--- src/rtl/muldiv_pkg.sv ---
package muldiv_pkg;

  localparam int unsigned MD_XLEN = 32;

  typedef enum logic [2:0] {
    MD_MUL    = 3'd0,
    MD_MULHSS = 3'd1,
    MD_MULHSU = 3'd2,
    MD_MULHUU = 3'd3,
    MD_DIVS   = 3'd4,
    MD_DIVU   = 3'd5,
    MD_REMS   = 3'd6,
    MD_REMU   = 3'd7
  } md_op_e;

  // bit 2 selects the divider, bit 0 clear means signed divide, bit 1 picks remainder
  function automatic logic op_is_div(input logic [2:0] code);
    return code[2];
  endfunction

  function automatic logic op_div_signed(input logic [2:0] code);
    return code[2] & ~code[0];
  endfunction

  function automatic logic op_wants_rem(input logic [2:0] code);
    return code[1];
  endfunction

endpackage

--- src/rtl/muldiv_mul_unit.sv ---
module muldiv_mul_unit #(
  parameter int unsigned XLEN = 32
) (
  input  logic [2:0]      op,
  input  logic [XLEN-1:0] mul_x,
  input  logic [XLEN-1:0] mul_y,
  output logic [XLEN-1:0] mul_res
);

  localparam int unsigned PW = 2 * XLEN;

  // sign-extend each operand by one bit according to its signedness, then multiply
  function automatic logic [PW-1:0] wide_product(
    input logic [XLEN-1:0] x,
    input logic [XLEN-1:0] y,
    input logic            x_signed,
    input logic            y_signed
  );
    logic [XLEN:0]         xe;
    logic [XLEN:0]         ye;
    logic signed [PW+1:0]  xw;
    logic signed [PW+1:0]  yw;
    logic signed [PW+1:0]  pw;
    xe = {x_signed & x[XLEN-1], x};
    ye = {y_signed & y[XLEN-1], y};
    xw = $signed({{(XLEN+1){xe[XLEN]}}, xe});
    yw = $signed({{(XLEN+1){ye[XLEN]}}, ye});
    pw = xw * yw;
    return pw[PW-1:0];
  endfunction

  logic          sgn_x;
  logic          sgn_y;
  logic [PW-1:0] product;

  always_comb begin
    sgn_x = (op == 3'd1) || (op == 3'd2);
    sgn_y = (op == 3'd1);
  end

  assign product = wide_product(mul_x, mul_y, sgn_x, sgn_y);
  assign mul_res = (op == 3'd0) ? product[XLEN-1:0] : product[PW-1:XLEN];

endmodule

--- src/rtl/muldiv_div_core.sv ---
module muldiv_div_core #(
  parameter int unsigned XLEN = 32
) (
  input  logic              clk,
  input  logic              rst_n,
  input  logic              accept,
  input  logic              want_signed,
  input  logic [XLEN-1:0]   in_a,
  input  logic [XLEN-1:0]   in_b,
  output logic [$clog2(XLEN+2)-1:0] iter_cnt,
  output logic [XLEN-1:0]   snap_a,
  output logic [XLEN-1:0]   snap_b,
  output logic              snap_signed,
  output logic [XLEN-1:0]   uquot,
  output logic [XLEN-1:0]   urem
);

  localparam int unsigned CW = $clog2(XLEN + 2);
  localparam logic [CW-1:0] CNT_LOAD = CW'(1);
  localparam logic [CW-1:0] CNT_LAST = CW'(XLEN + 1);

  function automatic logic [XLEN-1:0] magnitude(input logic [XLEN-1:0] v, input logic sgn);
    return (sgn && v[XLEN-1]) ? (~v + 1'b1) : v;
  endfunction

  logic [XLEN-1:0] dq;
  logic [XLEN:0]   dr;
  logic [XLEN-1:0] db;

  // one restoring step: shift in the dividend msb, try subtracting the divisor
  logic [XLEN:0] shifted_rem;
  logic [XLEN:0] trial;
  logic          trial_neg;
  logic          quot_bit;

  assign shifted_rem = {dr[XLEN-1:0], dq[XLEN-1]};
  assign trial       = shifted_rem - {1'b0, db};
  assign trial_neg   = trial[XLEN];
  assign quot_bit    = ~trial_neg;

  always_ff @(posedge clk or negedge rst_n) begin
    if (!rst_n) begin
      iter_cnt    <= '0;
      snap_a      <= '0;
      snap_b      <= '0;
      snap_signed <= 1'b0;
      dq          <= '0;
      dr          <= '0;
      db          <= '0;
    end else if (accept) begin
      iter_cnt    <= CNT_LOAD;
      snap_a      <= in_a;
      snap_b      <= in_b;
      snap_signed <= want_signed;
    end else if (iter_cnt == CNT_LOAD) begin
      dq       <= magnitude(snap_a, snap_signed);
      db       <= magnitude(snap_b, snap_signed);
      dr       <= '0;
      iter_cnt <= iter_cnt + 1'b1;
    end else if (iter_cnt != '0) begin
      dq       <= {dq[XLEN-2:0], quot_bit};
      dr       <= trial_neg ? shifted_rem : trial;
      iter_cnt <= (iter_cnt == CNT_LAST) ? '0 : iter_cnt + 1'b1;
    end
  end

  assign uquot = dq;
  assign urem  = dr[XLEN-1:0];

endmodule

--- src/rtl/muldiv_sign_fix.sv ---
module muldiv_sign_fix #(
  parameter int unsigned XLEN = 32
) (
  input  logic [XLEN-1:0] uquot,
  input  logic [XLEN-1:0] urem,
  input  logic [XLEN-1:0] snap_a,
  input  logic [XLEN-1:0] snap_b,
  input  logic            snap_signed,
  output logic [XLEN-1:0] quot_fin,
  output logic [XLEN-1:0] rem_fin
);

  function automatic logic [XLEN-1:0] cond_negate(input logic [XLEN-1:0] v, input logic neg);
    return neg ? (~v + 1'b1) : v;
  endfunction

  logic by_zero;
  logic neg_quot;
  logic neg_rem;

  assign by_zero  = (snap_b == '0);
  assign neg_quot = snap_signed & (snap_a[XLEN-1] ^ snap_b[XLEN-1]);
  assign neg_rem  = snap_signed & snap_a[XLEN-1];

  assign quot_fin = by_zero ? '1     : cond_negate(uquot, neg_quot);
  assign rem_fin  = by_zero ? snap_a : cond_negate(urem, neg_rem);

endmodule

--- src/rtl/muldiv_unit.sv ---
module muldiv_unit
  import muldiv_pkg::*;
#(
  parameter int unsigned XLEN = MD_XLEN
) (
  input  logic            clk,
  input  logic            rst_n,
  input  logic            start,
  input  logic [2:0]      op,
  input  logic [XLEN-1:0] opnd_a,
  input  logic [XLEN-1:0] opnd_b,
  output logic [XLEN-1:0] result,
  output logic            ready
);

  localparam int unsigned CW = $clog2(XLEN + 2);

  logic [CW-1:0]   iter_cnt;
  logic [XLEN-1:0] snap_a;
  logic [XLEN-1:0] snap_b;
  logic            snap_signed;
  logic [XLEN-1:0] uquot;
  logic [XLEN-1:0] urem;
  logic [XLEN-1:0] quot_fin;
  logic [XLEN-1:0] rem_fin;
  logic [XLEN-1:0] mul_res;
  logic            div_accept;

  assign ready      = (iter_cnt == '0);
  assign div_accept = start & ready & op_is_div(op);

  muldiv_mul_unit #(.XLEN(XLEN)) i_mul (
    .op      (op),
    .mul_x   (opnd_a),
    .mul_y   (opnd_b),
    .mul_res (mul_res)
  );

  muldiv_div_core #(.XLEN(XLEN)) i_div (
    .clk         (clk),
    .rst_n       (rst_n),
    .accept      (div_accept),
    .want_signed (op_div_signed(op)),
    .in_a        (opnd_a),
    .in_b        (opnd_b),
    .iter_cnt    (iter_cnt),
    .snap_a      (snap_a),
    .snap_b      (snap_b),
    .snap_signed (snap_signed),
    .uquot       (uquot),
    .urem        (urem)
  );

  muldiv_sign_fix #(.XLEN(XLEN)) i_fix (
    .uquot       (uquot),
    .urem        (urem),
    .snap_a      (snap_a),
    .snap_b      (snap_b),
    .snap_signed (snap_signed),
    .quot_fin    (quot_fin),
    .rem_fin     (rem_fin)
  );

  always_comb begin
    if (!op_is_div(op))         result = mul_res;
    else if (op_wants_rem(op))  result = rem_fin;
    else                        result = quot_fin;
  end

endmodule

--- config.mk ---
export PLATFORM = sky130hd
export DESIGN_NAME = muldiv_unit
export DESIGN_NICKNAME = d
export VERILOG_FILES = /design/src/rtl/muldiv_pkg.sv /design/src/rtl/muldiv_mul_unit.sv /design/src/rtl/muldiv_div_core.sv /design/src/rtl/muldiv_sign_fix.sv /design/src/rtl/muldiv_unit.sv
export SDC_FILE = /design/constraint.sdc
export NUM_CORES = 2
export LEC_CHECK = 0
export ABC_AREA = 1
export ABC_CLOCK_PERIOD_IN_PS = 11700
export BUFFER_PORTS_ARGS = -buffer_cell sky130_fd_sc_hd__buf_2
export CELL_PAD_IN_SITES_DETAIL_PLACEMENT = 0
export CELL_PAD_IN_SITES_GLOBAL_PLACEMENT = 1
export CORE_MARGIN = 2
export CORE_UTILIZATION = 45
export CTS_CLUSTER_SIZE = 16
export DETAILED_ROUTE_END_ITERATION = 8
export GPL_ROUTABILITY_DRIVEN = 0
export PLACE_DENSITY_LB_ADDON = 0.3
export SLEW_MARGIN = 0
export SYNTH_ARGS = -nofsm -noshare
export SYNTH_HDL_FRONTEND = slang
export SYNTH_SLANG_ARGS = --single-unit
--- constraint.sdc ---
create_clock -name clk -period 11.7 [get_ports clk]
set_clock_uncertainty 0.15 [all_clocks]
set_input_delay 1.755 -clock clk [delete_from_list [all_inputs] [get_ports clk]]
set_output_delay 1.755 -clock clk [all_outputs]
set_load 0.005 [all_outputs]
Yosys cells after proc, flatten, opt, wreduce, memory -nomap -nowiden
Cells that the tools add are included.

$add $sub $neg: 6. Multipliers: 1. Divide/modulo/power cells: 0. Order comparisons: 0. Equality and inequality tests: 4. Shift-type cells: 0. Multiplexer cells: 18. Bitwise operators: 15. Reduce and logical (&&, ||, !) cells: 11.

Operator list (count): 2-to-1 mux 32 bit (14); adder 32 x 1 -> 32 bit, second input constant (4); NOT 32 bit (4); multiplier 33 x 33 -> 64 bit (1); subtractor 33 x 32 -> 33 bit (1); logical NOT 32 bit (1); 2-to-1 mux 6 bit (4); AND 1 bit (7); adder 6 x 1 -> 6 bit, second input constant (1); equality test 6 x 1 -> 1 bit, second input constant (1); equality test 6 bit, second input constant (1); logical NOT 6 bit (1); nonzero test 6 bit (1); AND reduction 2 bit (2); equality test 3 x 1 -> 1 bit, second input constant (1); equality test 3 x 2 -> 1 bit, second input constant (1); logical NOT 3 bit (1); NOT 1 bit (3); nonzero test 3 bit (1); logical AND 1 bit (2); nonzero test 2 bit (1); logical OR 1 bit (1); bitwise XOR 1 bit (1).

Flip-flop bits (word level): 167. Bits in latches: 0. RAM bits: 0. ROM bits: 0. Input bits: 70. Output and inout port bits: 33. Word-level logic and storage cells: 62. Memories: 0.

Longest topological paths before layout
Word-level depth: 6. Gate-level depth with buffers: 36. Depth with buffers taken out: 34.

Modules after synthesis
From an unflattened synthesis, not the netlist that was laid out.

Cells, all modules: 7597. Area total of the unflattened synthesis: 55110.4 µm².

By module, submodules not included: muldiv_mul_unit (times used 1, cells an instance 5072, area an instance 39990.9 µm², sequential area each 0.0 µm²); muldiv_div_core (times used 1, cells an instance 1723, area an instance 11508.5 µm², sequential area each 4179.0 µm²); muldiv_sign_fix (times used 1, cells an instance 554, area an instance 2542.4 µm², sequential area each 0.0 µm²); muldiv_unit (times used 1, cells an instance 248, area an instance 1068.5 µm², sequential area each 0.0 µm²).

Worst setup path before layout
Ideal clock, no wire load.

Path kind: input-to-output. Start: input op[2]. End: output result[21]. Arrival time: 9464 ps. Data required time: 9795 ps. Setup slack: 331 ps. Stages on the path: 33. Path buffers: 2. Cells stage by stage: buf_2 inv_1 nand3_1 nand2_1 nand2_1 clkbuf_1 nor2_1 fa_1 inv_1 fa_1 inv_1 fa_1 inv_1 fa_1 inv_1 fa_1 fa_1 fa_1 inv_1 fa_1 inv_1 ha_1 nand2_1 nor2_1 inv_1 nor2_1 inv_1 nor2_1 nand3_1 nand3_1 xor2_1 nand2_1 a21oi_1.

Cells in the longest elaborated chain, start to end: 6. Elaborated cells between the ends (all ways): 9. Classes of those cells: mul (1); eq/ne (2); mux (2); bitwise (2); reduce/logical (2).

RTL lines: start, declared (RTL line muldiv_unit.sv:9) `input logic [2:0] op,`; equality test 3 x 1 -> 1 bit or equality test 3 x 2 -> 1 bit (tied branches) (RTL line muldiv_mul_unit.sv:37, muldiv_mul_unit.sv:38); logical OR 1 bit (RTL line muldiv_mul_unit.sv:37) `sgn_x = (op == 3'd1) || (op == 3'd2);`; AND 1 bit (RTL line muldiv_mul_unit.sv:24) `xe = {x_signed & x[XLEN-1], x};`; multiplier 33 x 33 -> 64 bit (RTL line muldiv_mul_unit.sv:28) `pw = xw * yw;`; 2-to-1 mux 32 bit (RTL line muldiv_mul_unit.sv:42) `assign mul_res = (op == 3'd0) ? product[XLEN-1:0] : product[PW-1:XLEN];`; 2-to-1 mux 32 bit * (RTL line muldiv_unit.sv:65) `if (!op_is_div(op)) result = mul_res;`; end, declared (RTL line muldiv_unit.sv:12) `output logic [XLEN-1:0] result,`.

Every way passes the cells marked *; elsewhere a longest branch is shown, timed or not.

Worst setup path after layout
Start: input op[2]. End: output result[11].

Same word-level chain as after synthesis.

==> flow_metrics.tcl <==
set metrics [dict create \
    ant_nets 0 \
    fin_nets 8594 \
    synthXorXnorAreaFrac 0.01692 \
    cts-hold-fix-buffers 0 \
    vias_per_cell 5.340 \
    hpwl_um 157000 \
    ys_seq_elements 167 \
    r2r_end "i_div.uquot[3]$_DFFE_PN0P_" \
    worst_pin_slew_ps 1054 \
    first_pass_iters 8 \
    port-buffer-count 102 \
    async_reset_ff_frac 1.000 \
    path_delay_family "adder cells" \
    die_x_um 348.2 \
    critPathMaxFanout 13 \
    synth_fp_nets 8590 \
    drt_iter0_drc 4351 \
    cap_violations 0 \
    synth_seq_area_share 0.07839 \
    critPathBufInv 12 \
    muxShareOfSynthArea 0 \
    crit_top_cell "fa_1" \
    cp_num_cells 37 \
    fin_crit_ps 11580 \
    worst-r2r-cell-count 13 \
    synthFlopType "dfrtp_1" \
    slew_viol_final 0 \
    synth_area_um2 53310 \
    path_clk_slew_ps 70 \
    crit_path_start_kind "primary input" \
    critPathMaxStageDelay_ps 610 \
    hold_path.class "flop to flop" \
    finalCritPeriodShare 0.9900 \
    h-tree-depth 4 \
    yosys.cell_types.count 51 \
    nFillCells 11880 \
    hold_depth 2 \
    io_pins 103 \
    final-setup-viol-count 0 \
    grt_pass1_vias 47940 \
    initial_core_util 0.4527 \
    coreArea_um2 117800 \
    r2r_start "i_div.iter_cnt[1]$_DFFE_PN0P_" \
    yosys_warnings 0 \
    syn2layout_area_growth_pct 6.698 \
    crit_arrival_ps 9680 \
    row_count 126 \
    dr_total_vias 46470 \
    die_y_um 348.2 \
    hold_path_end "i_div.db[12]$_DFFE_PN0P_" \
    ff2ff_setup_slack_ps 7890 \
    drc 0 \
    synth_adder_area_share 0.4817 \
    cts.sinks 167 \
    synth_edf_count 0 \
    clock_latency_ps 510 \
    outcome "finished, final reports clean" \
    cts_root_buffer "clkbuf_16" \
    antenna_found_initial 16 \
    routed_wl_um 187900 \
    die_area_um2 121200 \
    grtUsageTotal 0.3191 \
    syn_area_per_cell_um2 7.464 \
    synth-simple-area-share 0.1939 \
    crit_path_end_kind "output pin" \
    grt_max_degree 75 \
    synthCells 7143 \
    cts_tree "done" \
    synth_top_family_by_area "adder cells" \
    synth_compound_area_frac 0.07045 \
    criticalPathCategory "primary input to output pin" \
    hold_viol 0 \
    drive_gt1_frac 0.06034 \
    rsz0062_at_grt "true" \
    grt_pass1_wl_um 292000 \
    cts.path.max_buffers 2 \
    tns_ps 0 \
    hold_start "i_div.db[12]$_DFFE_PN0P_" \
    slew_headroom 0.2949 \
    grt-ovfl-total 0 \
    critPathSlowestCell "fa_1" \
    avgRoutedWirePerCell_um 21.59 \
    crit_required_ps 9800 \
    cts_made_buffers 17 \
    max_freq_mhz 86.34 \
]
[cell type report]
| class | count | area [um2] | area share |
|---|---|---|---|
| Antenna cell | 6 | 15.01 | 0.0002640 |
| Clock inverter | 15 | 161.4 | 0.002837 |
| Timing Repair Buffer | 329 | 2361 | 0.04151 |
| Inverter | 1882 | 7069 | 0.1243 |
| Sequential cell | 167 | 4179 | 0.07347 |
| Clock buffer | 17 | 425.4 | 0.007479 |
| Multi-Input combinational cell | 4750 | 40750 | 0.7164 |
| Tap cell | 1536 | 1922 | 0.03379 |
[how the worst max path moves through the flow]
stage,from,to
2_1_floorplan,op[2],result[21]
3_5_place_dp,op[2],result[21]
6_report,op[2],result[11]
5_1_grt,op[2],result[21]
4_1_cts,op[2],result[15]
3_3_place_gp,op[2],result[21]
[logic make-up (layout without fill, tap and decap cells)]
family,count (synthesis),count (layout)
fa+ha+maj,1377,1377
other cells,0,6
flops,167,167
buf+inv,2226,2243
simple gates,2574,2574
compound gates,696,696
xor+xnor,103,103
[worst register-to-register path: stages (launching register included)]
cell and delay [ps]:
dfrtp_1 410, inv_1 90, ha_1 140, nand3_1 140, nor2_4 110, buf_4 400, inv_2 450, nand2_1 210
nand2_1 140, buf_4 290, inv_2 110, buf_4 640, o221ai_1 280, o21ai_0 130
[registers in the layout, summed over array words and instances, names as in the netlist]
name               cells
i_div.snap_a          32
i_div.dr              32
i_div.iter_cnt         6
i_div.snap_b          32
i_div.db              32
i_div.snap_signed      1
i_div.uquot           32
[per-stage QoR]
stage / hold slack, ps / util / cells / setup slack [ps] / area (um2)
3_3_place_gp: 320.2 / 0.4767 / 8658 / -11.82 / 56140
3_5_place_dp: 327.5 / 0.4767 / 8658 / -122.6 / 56140
6_report: 343.4 / 0.4830 / 8702 / 117.6 / 56880
4_1_cts: 348.0 / 0.4819 / 8693 / 70.87 / 56750
5_1_grt: 375.9 / 0.4829 / 8697 / -56.13 / 56870
2_1_floorplan: 303.0 / - / 7143 / 330.7 / 53310
[synthesized netlist by cell type, drive strengths merged (9+ instances only)]
library cell / n / share of area
clkbuf: 305 / 0.021
xnor2: 26 / 0.0043
a31oi: 14 / 0.0016
nor2: 374 / 0.027
buf: 39 / 0.0047
nand3b: 9 / 0.0013
nor3: 39 / 0.0042
xor2: 77 / 0.013
nand3: 252 / 0.024
nand4: 44 / 0.0054
o211ai: 27 / 0.0039
fa: 1126 / 0.42
o21ai: 363 / 0.034
ha: 251 / 0.059
nand2: 1837 / 0.13
inv: 1877 / 0.13
o21a: 9 / 0.0013
a21oi: 230 / 0.022
dfrtp: 167 / 0.078
o21bai: 18 / 0.0025
[cells in the final DEF, fill, tap and decap left out, drive strengths merged, types with 11 or more instances in the layout]
| cell | instances |
|---|---|
| o21ai | 363 |
| clkbuf | 25 |
| a21oi | 230 |
| xor2 | 77 |
| a31oi | 14 |
| o21bai | 18 |
| fa | 1126 |
| ha | 251 |
| nand4 | 44 |
| xnor2 | 26 |
| nor2 | 374 |
| buf | 321 |
| nand2 | 1837 |
| o211ai | 27 |
| nor3 | 39 |
| nand3 | 252 |
| dfrtp | 167 |
| clkinv | 11 |
| inv | 1883 |
[per-layer routing]
layer	global-route usage	share of wire	vias to the layer above	wire [um]
met3	0.05537	0.090	400	16880
met2	0.4984	0.45	2094	83690
met5	0	0.00051	-	95
li1	-	-	20740	-
met1	0.4385	0.41	23220	77960
met4	0.1359	0.049	16	9258
[what timing repair did]
item | 4_1_cts | 5_1_grt
gates resized for setup | 4 | 35
endpoints found under the setup margin | 3 | 26
setup buffers | 3 | 3
gates cloned | 0 | 0
Power is not shown: default switching activity piles up to over one toggle a cycle in this logic, so the estimate is an artifact.
